$ cat src/rtl/ecpExtCtrlPkg.sv
package ecpExtCtrlPkg;
  localparam int unsigned CFGA_OFS = 32'h400;
  localparam int unsigned CFGB_OFS = 32'h401;
  localparam int unsigned ECR_OFS  = 32'h402;
  localparam logic [7:0]  CFGA_VAL = 8'h10;
  localparam logic [2:0]  MODE_ECP = 3'b011;

  // extended control register fields, msb first as stored in bits 7:2
  typedef struct packed {
    logic [2:0] mode;
    logic       errDis;
    logic       dmaEn;
    logic       svc;
  } ecrState_t;

  // strobes from control to datapath
  typedef struct packed {
    logic ecrWr;
    logic svcSet;
    logic intrFire;
  } ctlStrb_t;
endpackage

$ cat src/rtl/ecpCtrlPath.sv
module ecpCtrlPath
  import ecpExtCtrlPkg::*;
#(
  parameter int ADDR_W      = 11,
  parameter int SYNC_STAGES = 2
) (
  input  logic              clk,
  input  logic              rstN,
  input  logic [ADDR_W-1:0] addr,
  input  logic              wrEn,
  input  logic              wrErrDis,
  input  logic              nFault,
  input  logic              tcPulse,
  input  logic              wrThrPulse,
  input  logic              rdThrPulse,
  input  ecrState_t         ecr,
  output ctlStrb_t          strb
);
  localparam logic [ADDR_W-1:0] ECR_ADDR = ADDR_W'(ECR_OFS);

  logic [SYNC_STAGES-1:0] syncQ;
  logic faultLvl, faultPrev;
  logic ecpMode, ecrWr, fallHit, wrClrHit, svcHit;

  generate
    if (SYNC_STAGES == 1) begin : g_sync1
      always_ff @(posedge clk or negedge rstN)
        if (!rstN) syncQ <= '1;
        else       syncQ <= nFault;
    end else begin : g_syncN
      always_ff @(posedge clk or negedge rstN)
        if (!rstN) syncQ <= '1;
        else       syncQ <= {syncQ[SYNC_STAGES-2:0], nFault};
    end
  endgenerate

  assign faultLvl = syncQ[SYNC_STAGES-1];

  always_ff @(posedge clk or negedge rstN)
    if (!rstN) faultPrev <= 1'b1;
    else       faultPrev <= faultLvl;

  assign ecpMode  = (ecr.mode == MODE_ECP);
  assign ecrWr    = wrEn && (addr == ECR_ADDR);
  assign fallHit  = ecpMode && !ecr.errDis && faultPrev && !faultLvl;
  assign wrClrHit = ecrWr && ecpMode && ecr.errDis && !wrErrDis && !faultLvl;
  assign svcHit   = !ecr.svc &&
                    ((tcPulse && ecr.dmaEn) ||
                     ((wrThrPulse || rdThrPulse) && !ecr.dmaEn));

  always_comb begin
    strb.ecrWr    = ecrWr;
    strb.svcSet   = svcHit;
    strb.intrFire = fallHit || wrClrHit || svcHit;
  end
endmodule

$ cat src/rtl/ecpRegPath.sv
module ecpRegPath
  import ecpExtCtrlPkg::*;
#(
  parameter int ADDR_W = 11
) (
  input  logic              clk,
  input  logic              rstN,
  input  logic [ADDR_W-1:0] addr,
  input  logic              rdEn,
  input  logic [7:0]        wrData,
  input  logic [2:0]        cfgIrqSel,
  input  logic [2:0]        cfgDmaSel,
  input  ctlStrb_t          strb,
  output ecrState_t         ecr,
  output logic              intrOut,
  output logic              dmaActive,
  output logic [7:0]        rdData
);
  localparam logic [ADDR_W-1:0] CFGA_ADDR = ADDR_W'(CFGA_OFS);
  localparam logic [ADDR_W-1:0] CFGB_ADDR = ADDR_W'(CFGB_OFS);
  localparam logic [ADDR_W-1:0] ECR_ADDR  = ADDR_W'(ECR_OFS);
  localparam ecrState_t         ECR_RST   = '{mode: 3'b000, errDis: 1'b0, dmaEn: 1'b0, svc: 1'b1};

  logic unusedLowBits;
  assign unusedLowBits = ^wrData[1:0];

  always_ff @(posedge clk or negedge rstN) begin
    if (!rstN) begin
      ecr     <= ECR_RST;
      intrOut <= 1'b0;
    end else begin
      if (strb.ecrWr)  ecr     <= ecrState_t'(wrData[7:2]);
      if (strb.svcSet) ecr.svc <= 1'b1;
      intrOut <= strb.intrFire;
    end
  end

  assign dmaActive = ecr.dmaEn && !ecr.svc;

  always_comb begin
    rdData = 8'h00;
    if (rdEn) begin
      if (addr == CFGA_ADDR)      rdData = CFGA_VAL;
      else if (addr == CFGB_ADDR) rdData = {1'b0, intrOut, cfgIrqSel, cfgDmaSel};
      else if (addr == ECR_ADDR)  rdData = {ecr, 2'b00};
    end
  end
endmodule

$ cat src/rtl/ecpExtCtrl.sv
module ecpExtCtrl
  import ecpExtCtrlPkg::*;
#(
  parameter int ADDR_W      = 11,
  parameter int SYNC_STAGES = 2
) (
  input  logic              clk,
  input  logic              rstN,
  input  logic [ADDR_W-1:0] addr,
  input  logic              rdEn,
  input  logic              wrEn,
  input  logic [7:0]        wrData,
  output logic [7:0]        rdData,
  input  logic [2:0]        cfgIrqSel,
  input  logic [2:0]        cfgDmaSel,
  input  logic              nFault,
  input  logic              tcPulse,
  input  logic              wrThrPulse,
  input  logic              rdThrPulse,
  output logic              intrOut,
  output logic              dmaActive
);
  ctlStrb_t  strb;
  ecrState_t ecr;

  ecpCtrlPath #(.ADDR_W(ADDR_W), .SYNC_STAGES(SYNC_STAGES)) u_ctrl (
    .clk(clk), .rstN(rstN), .addr(addr), .wrEn(wrEn), .wrErrDis(wrData[4]),
    .nFault(nFault), .tcPulse(tcPulse), .wrThrPulse(wrThrPulse),
    .rdThrPulse(rdThrPulse), .ecr(ecr), .strb(strb)
  );

  ecpRegPath #(.ADDR_W(ADDR_W)) u_regs (
    .clk(clk), .rstN(rstN), .addr(addr), .rdEn(rdEn), .wrData(wrData),
    .cfgIrqSel(cfgIrqSel), .cfgDmaSel(cfgDmaSel), .strb(strb), .ecr(ecr),
    .intrOut(intrOut), .dmaActive(dmaActive), .rdData(rdData)
  );
endmodule

$ cat config.mk
export PLATFORM = sky130hd
export DESIGN_NAME = ecpExtCtrl
export DESIGN_NICKNAME = d
export VERILOG_FILES = /design/src/rtl/ecpExtCtrlPkg.sv /design/src/rtl/ecpCtrlPath.sv /design/src/rtl/ecpRegPath.sv /design/src/rtl/ecpExtCtrl.sv
export SDC_FILE = /design/constraint.sdc
export NUM_CORES = 1
export LEC_CHECK = 0
export BUFFER_PORTS_ARGS = -buffer_cell sky130_fd_sc_hd__buf_2
export CORE_UTILIZATION = 35
export CTS_BUF_LIST = sky130_fd_sc_hd__clkbuf_4 sky130_fd_sc_hd__clkbuf_8
export DETAILED_ROUTE_END_ITERATION = 16
export MAX_ROUTING_LAYER = met4
export PLACE_DENSITY_LB_ADDON = 0.3
export SYNTH_ARGS = -nofsm -noshare
export SYNTH_HDL_FRONTEND = slang
export SYNTH_SLANG_ARGS = --single-unit
$ cat constraint.sdc
create_clock -name clk -period 2.3 [get_ports clk]
set_clock_uncertainty 0.2 [all_clocks]
set_input_delay 0.115 -clock clk [delete_from_list [all_inputs] [get_ports clk]]
set_output_delay 0.115 -clock clk [all_outputs]
set_load 0.02 [all_outputs]
======== Word-level counts from Yosys, hierarchy flattened ========
Index checks and enable logic that the tools add are counted.
word-level totals
  word-level logic and storage cells ...... 39
  output and inout bits ................... 10
  register bits after elaboration ......... 10
  bits of input ports ..................... 33
cells by class
  mux-type cells .......................... 6
  reduce and logical (&&, ||, !) cells .... 22
  eq/ne operators ......................... 4
operators with widths
  operator                                              number
  equality test 11 bit (second input constant)          3
  2-to-1 mux 8 bit                                      4
  logical AND 1 bit                                     12
  logical NOT 1 bit                                     5
  logical OR 1 bit                                      4
  equality test 3 x 2 -> 1 bit (second input constant)  1
  2-to-1 mux 1 bit                                      2
  nonzero test 2 bit                                    1

======== Depth between registers and ports, before layout ========
Gate-level depths: netlist of run 1.
  depth in word-level cells ............... 8
  gate-level depth with buffers ........... 4
  gate-level depth less buffers ........... 3

======== Hierarchy ========
Synthesis of run 1 repeated with hierarchy kept, for this count alone.
unflattened totals
  cells, all modules ...................... 55
  area, all modules ....................... 616.8 um^2
by module, submodules not included
  module       area each (um^2)  times used  sequential area each (um^2)  cells each
  ecpRegPath   434.2             1           176.4                        39
  ecpCtrlPath  182.7             1           78.8                         16

======== Worst setup path after synthesis of run 1 ========
No wires, ideal clock.
  kind .................................... input to output
  from .................................... input port addr[6]
  to ...................................... output port rdData[4]
  cell stages on the path ................. 4
  arrival time ............................ 1,656 ps
  data required time ...................... 1,985 ps
  path buffers ............................ 1
  slack ................................... 329 ps
  cells stage by stage .................... or4b_4 or4_4 buf_6 a221oi_2
between the ends
  word-level cells in the longest chain between the ends .. 5
  elaborated cells between the ends (all ways) .. 7
  classes of those cells .................. eq/ne: 3; mux: 4
ends and longest elaborated chain
  element               RTL line          source
  from (decl)           ecpExtCtrl.sv:9   input logic [ADDR_W-1:0] addr,
  equality test 11 bit  ecpRegPath.sv:45  else if (addr == ECR_ADDR) rdData = {ecr, 2'b00};
  2-to-1 mux 8 bit      ecpRegPath.sv:45
  2-to-1 mux 8 bit      ecpRegPath.sv:44  else if (addr == CFGB_ADDR) rdData = {1'b0, intrOut, cfgIrqSel, cfgDmaSel};
  2-to-1 mux 8 bit (*)  ecpRegPath.sv:43  if (addr == CFGA_ADDR) rdData = CFGA_VAL;
  2-to-1 mux 8 bit (*)  ecpRegPath.sv:42  if (rdEn) begin
  to (decl)             ecpExtCtrl.sv:13  output logic [7:0] rdData,
Every way passes the cells marked *; elsewhere a longest branch is shown, timed or not.

======== Worst setup path after layout of run 1 ========
  from .................................... input port addr[9]
  to ...................................... output port rdData[4]
Same word-level chain as after synthesis.

==> results of run 1 <==
cell type report:
type                       instances  area share (%)
clock buffer                       4            3.35
inverter                           4            1.68
multi-input combinational         38            33.0
sequential                        10            28.5
tap                               16            2.23
timing repair buffer              48            31.3
path summary, 6_finish.rpt:
kind                                    to  slack [ns]  cells after the start
min                          u_regs.ecr[0]        0.02                      3
min reg2reg                u_ctrl.syncQ[1]        0.15                      0
min in group asynchronous   u_regs.intrOut        0.04                      2
max                              rdData[4]        0.25                      5
max in group asynchronous  u_ctrl.syncQ[1]        1.60                      2
max reg2reg                 u_regs.intrOut        0.97                      3
power breakdown:
part / switching [mW] / internal, mW / leakage, nW / total (mW)
clock: 0.0515 / 0.0784 / 0.0184 / 0.130
combinational: 0.0248 / 0.0358 / 0.301 / 0.0606
sequential: 0.00337 / 0.184 / 0.125 / 0.188
routing by layer:
metal  track usage, %  vias to the layer above  part of all wire, %
met2             28.3                       23                   52
met5                -                        -                    0
li1                 -                      300                    -
met3             4.74                        0                  5.8
met4             5.63                        0                    0
met1             19.1                      265                   42
registers in the layout, summed over array words and instances, names as in the netlist:
signal / cells
u_ctrl.syncQ: 2
u_regs.ecr: 6
u_ctrl.faultPrev: 1
u_regs.intrOut: 1
cells in the mapped netlist:
cell type	number	area share [%]
nor2_1	7	4.6
dfrtp_1	6	26
mux2_2	5	9.8
a22oi_1	4	5.2
dfstp_2	4	18
inv_1	4	2.6
nand2_1	3	2.0
nand3b_1	3	3.9
nor2b_1	3	3.3
o211ai_1	2	2.6
or4_1	2	2.6
a211o_1	1	1.5
a221oi_2	1	2.6
buf_6	1	2.0
nand2b_1	1	1.1
nor3_1	1	0.87
nor4_4	1	3.7
nor4bb_1	1	1.7
o41ai_1	1	1.5
or4_4	1	2.0
or4b_4	1	2.4
cell families (layout without fill, tap and decap cells):
| group | Yosys count | count (layout) | share of synthesized area (%) |
|---|---|---|---|
| buf+inv | 5 | 56 | 4.55 |
| compound gates | 9 | 9 | 13.4 |
| flops | 10 | 10 | 44.3 |
| mux | 5 | 5 | 9.76 |
| simple gates | 24 | 24 | 28.0 |
tightest hold or removal path, stage by stage:
cell and delay, ns:
buf_2 0.13, o41ai_1 0.09, o211ai_1 0.09
through the flow:
step                      worst slack (ns)  instance area [µm²]  hold slack, ns  total power [mW]
after CTS                            0.258                  896         0.00993             0.386
after global placement               0.276                  786          -0.220             0.239
after global routing                 0.198                  896          0.0354             0.400
after floorplan                      0.329                  577          -0.381             0.207
final                                0.247                  896          0.0160             0.378
after detailed placement             0.259                  786          -0.218             0.241
repair_timing:
| item | CTS | global route |
|---|---|---|
| hold buffers | 8 | 0 |
| endpoints found under the hold margin | 18 | 0 |
| setup buffers | 0 | 0 |
==> metrics.md, run 1 <==
| Metric | Value |
|---|---|
| Via-per-instance ratio | slightly below 5 |
| CP Launch Type | primary input |
| Post-Layout Cell Count | between 100 and 150 |
| Core area | about 1500 µm² |
| First-pass GRT wire length | 2.21 mm |
| FF+latch count, synth | 10 |
| Fillers | approximately 140 |
| Nets | between 100 and 150 |
| Tmin final | around 2.1 ns |
| Inserted Diodes | 0 |
| Critical path, cell by cell | buf_2, or4_1, or4_4, a221oi_2, buf_2 |
| Worst-path maximum fanout | 8 |
| Cell mode on critical path | buf_2 |
| Hold Path Class | in2reg |
| Commonest non-fill, non-tap cell in the layout | buf_2 |
| CTS Buf Count | 3 |
| Crit-path slowest cell | or4_1 |
| CTS Buffer Depth | 2 |
| Syn_nets | between 80 and 90 |
| Hold Fails Final Rpt | 0 |
| Core Rows | 14 |
| Critical path type | in2out |
| Dpl hpwl | between 1 and 1.5 mm |
| Share of layout cells above drive strength 1 | between 50% and 60% |
| P_leak | 0.444 nW |
| Initial antenna violation count | 0 |
| Fmax achieved | between 400 and 500 MHz |
| Status | complete, no violations |
| Average cell area after synthesis | approximately 11 µm² |
| Final GP Congestion | between 0.7 and 0.8 |
| Final Util | 58.8% |
| R2R Path Start | u_regs.ecr[5] |
| RSZ-0062 raised after global routing | false |
| Vias in the first global route | 557 |
| GRT Total Usage | between 10% and 20% |
| Drt wl/cell | around 12 µm |
| Worst skew pair latency | roughly 0.26 ns |
| 1st-pass router iterations | 4 |
| Crit-path max cell delay | 0.62 ns |
| Grt ovf | 0 |
| Post-CTS sizing | 0 |
| Hold_sp | addr[7] |
| Port buffer count | 40 |
| Measured slew at the worst slew-check pin | 0.429 ns |
| DR iter-0 viols | 13 |
| Placed cell count | between 100 and 150 |
| CTS tree | done |
| CP required | roughly 2.0 ns |
| Netlist cell types | 21 |
| Starting Density | between 30% and 40% |
| Cell area after synthesis | approximately 580 µm² |
| Die Y | about 43 µm |
| Slew headroom | a little under three quarters |
| Synth Instances | between 50 and 60 |
| Post-route ant nets | 0 |
| Power Density | ~420 nW/µm² |
| Sequential share of the synthesized area | 44.3% |
| CP delay by family, top | simple AND/OR/NAND/NOR gates |
| CTS clk-pin slew, worst paths | 0.05 ns |
| Worst EP arrival | around 1.7 ns |
| Sink Count | 10 |
| Final setup vio count | 0 |
| Max-slew violations | 0 |
| Die area | roughly 1800 µm² |
| Final Cycle Share | 89.3% |
| Routed via count | between 500 and 600 |
| Die width | about 43 µm |
| Area delta synth->final | 55.3% |
| Worst vdd ir | approximately 0.34 mV |
| YS warnings | 0 |
| Residual DRC | 0 |
| Setup crit start | addr[9] |
| Top Ports | 43 |
| Largest net degree at the start of global routing | 11 |
| Final WL | around 1.4 mm |
| Most frequent cells in the layout | buf_2, dlygate4sd3_1, nor2_1 |
| Bufs and invs on worst path | 2 |
| Setup tns final | 0 ns |
| Max Cap Viol | 0 |
| Register area | 255 µm² |
| CP Capture Type | output pin |
| Root Driver | clkbuf_4 |
| Area occupied by multi-input gates | 295 µm² |
| H-tree Lvls | 1 |
Note: power is estimated with default switching activity, not from simulation.
==> inputs of run 2 (changes only) <==
==> constraint.sdc (replaced) <==
create_clock -name clk -period 2.3 [get_ports clk]
set_clock_uncertainty 0.2 [all_clocks]
set_input_delay 0.23 -clock clk [delete_from_list [all_inputs] [get_ports clk]]
set_output_delay 0.23 -clock clk [all_outputs]
set_load 0.02 [all_outputs]
==> run 2 against run 1 <==
  * Total power is 4.7% lower
  * Global-route usage fell by 0.11 points
  * Clock-buffer cell count fell by 1
==> metrics.md, run 2 (synthesis results as in run 1) <==
| Metric | Value |
|---|---|
| Clk pwr share | ~32% |
| Top Ports | 43 |
| Number of flip-flops under the largest register name | 6 |
| Starting Density | 37.8% |
| Postcts setup bufs | 0 |
| Share of layout cells above drive strength 1 | between 50% and 60% |
| Residual DRC | 0 |
| P_int | approximately 0.28 mW |
| P_leak | about 0.43 nW |
| Fmax achieved | 451 MHz |
| Die Y | about 43 µm |
| Worst skew pair latency | 0.26 ns |
| Setup tns final | 0 ns |
| Port buffer count | 40 |
| Die width | around 43 µm |
| Root Driver | clkbuf_4 |
| Hold Fails Final Rpt | 0 |
| CTS Buf Count | 3 |
| Max Cap Viol | 0 |
| CTS tree | done |
| Fillers | roughly 140 |
| CP Capture Type | output pin |
| Sink Count | 10 |
| GRT Total Usage | between 10% and 20% |
| Top flop regs | u_regs.ecr x6, u_ctrl.syncQ x2 |
| Routed via count | 590 |
| Core Rows | 14 |
| Worst vdd ir | ~0.36 mV |
| Inserted Diodes | 0 |
| Critical path type | in2out |
| Commonest non-fill, non-tap cell in the layout | buf_2 |
| Drt wl/cell | between 10 and 15 µm |
| P_sw | around 0.084 mW |
| Worst-path maximum fanout | 8 |
| Worst reg2reg path depth | 3 |
| Sw Ratio | between 20% and 30% |
| CP Launch Type | primary input |
| CP required | about 1.9 ns |
| Area delta synth->final | 49.7% |
| Final GP Congestion | roughly 0.73 |
| Slew headroom | between 70% and 80% |
| Core area | 1520 µm² |
| Tmin final | ~2.2 ns |
| Initial antenna violation count | 0 |
| 1st-pass router iterations | 4 |
| CTS clk-pin slew, worst paths | about 0.060 ns |
| Largest register by flop count | u_regs.ecr |
| Grt ovf | 0 |
| Placed cell count | 110 |
| RSZ-0062 raised after global routing | false |
| Power Density | approximately 420 nW/µm² |
| First-pass GRT wire length | roughly 2.3 mm |
| Final Cycle Share | between 90% and 100% |
| Dpl hpwl | around 1.1 mm |
| Worst EP arrival | about 1.8 ns |
| Sequential power share | a little over half |
| H-tree Lvls | 1 |
| Status | complete, no violations |
| Largest net degree at the start of global routing | 11 |
| Final WL | around 1.4 mm |
| Hold Path Class | in2reg |
| Final setup vio count | 0 |
| Post-Layout Cell Count | ~120 |
| Combinational Power Share | 15.6% |
| CTS Buffer Depth | 2 |
| Max-slew violations | 0 |
| Measured slew at the worst slew-check pin | between 0.4 and 0.5 ns |
| Most frequent cells in the layout | buf_2, nor2_1, dfrtp_1 |
| Die area | 1810 µm² |
| Via-per-instance ratio | 5.04 |
| Nets | 136 |
| Post-route ant nets | 0 |
| DR iter-0 viols | 10 |
| Vias in the first global route | approximately 570 |
| Hold Crit Depth | 2 |
[run 2: area by class of cell]
| class | count | area (µm²) | share of cell area [%] |
|---|---|---|---|
| multi-input cells | 38 | 295 | 34.2 |
| flip-flops and latches | 10 | 255 | 29.6 |
| repair buffers | 46 | 255 | 29.6 |
| clock buffers | 3 | 22.5 | 2.61 |
| well taps | 16 | 20.0 | 2.32 |
| inverters | 4 | 15.0 | 1.74 |
[run 2: worst max-delay path: stages]
cell,delay [ns]
buf_2,0.10
or4b_4,0.53
or4_4,0.55
a221oi_2,0.18
buf_2,0.20
[run 2: metal layers]
metal / track usage (%) / share of wire [%] / routed length (µm) / up-vias
li1: - / - / - / 294
met1: 20.4 / 44 / 607 / 265
met2: 28.0 / 49 / 672 / 29
met3: 1.29 / 5.5 / 75 / 2
met4: 7.50 / 1.4 / 19 / 0
met5: - / 0 / 0 / -
[run 2: power groups by stage]
stage / Combinational (mW) / Clock, mW / Sequential (mW)
2_1_floorplan: 0.0158 / 0 / 0.191
3_3_place_gp: 0.0499 / 0 / 0.190
3_5_place_dp: 0.0515 / 0 / 0.191
4_1_cts: 0.0568 / 0.121 / 0.188
5_1_grt: 0.0624 / 0.129 / 0.189
6_report: 0.0564 / 0.116 / 0.188
[run 2: repair_timing]
action                     CTS  global route
setup endpoints to repair    0             0
hold buffers                 4             0
hold endpoints to repair    13             0
gates resized for setup      0             0
[run 2: per-stage QoR]
stage | setup slack, ns | instance area [µm²] | hold slack [ns] | util, % | power, mW
2_1_floorplan | 0.0992 | 577 | -0.266 | - | 0.207
3_3_place_gp | 0.0945 | 801 | -0.106 | 52.5 | 0.240
3_5_place_dp | 0.0846 | 801 | -0.103 | 52.5 | 0.243
4_1_cts | 0.0833 | 863 | 0.00166 | 56.7 | 0.366
5_1_grt | 0.0298 | 863 | 0.0109 | 56.7 | 0.380
6_report | 0.0836 | 863 | 0.00533 | 56.7 | 0.361
[run 2: final timing paths]
| kind | from | to | slack, ns |
|---|---|---|---|
| worst max-delay path | addr[6] | rdData[4] | 0.08 |
| worst min-delay path | wrData[5] | u_regs.ecr[3] | 0.005 |
| worst max register to register | u_regs.ecr[5] | u_regs.intrOut | 0.97 |
| worst min register to register | u_ctrl.syncQ[0] | u_ctrl.syncQ[1] | 0.16 |
| max in group asynchronous | rstN | u_ctrl.syncQ[0] | 1.49 |
| min in group asynchronous | rstN | u_regs.ecr[1] | 0.16 |
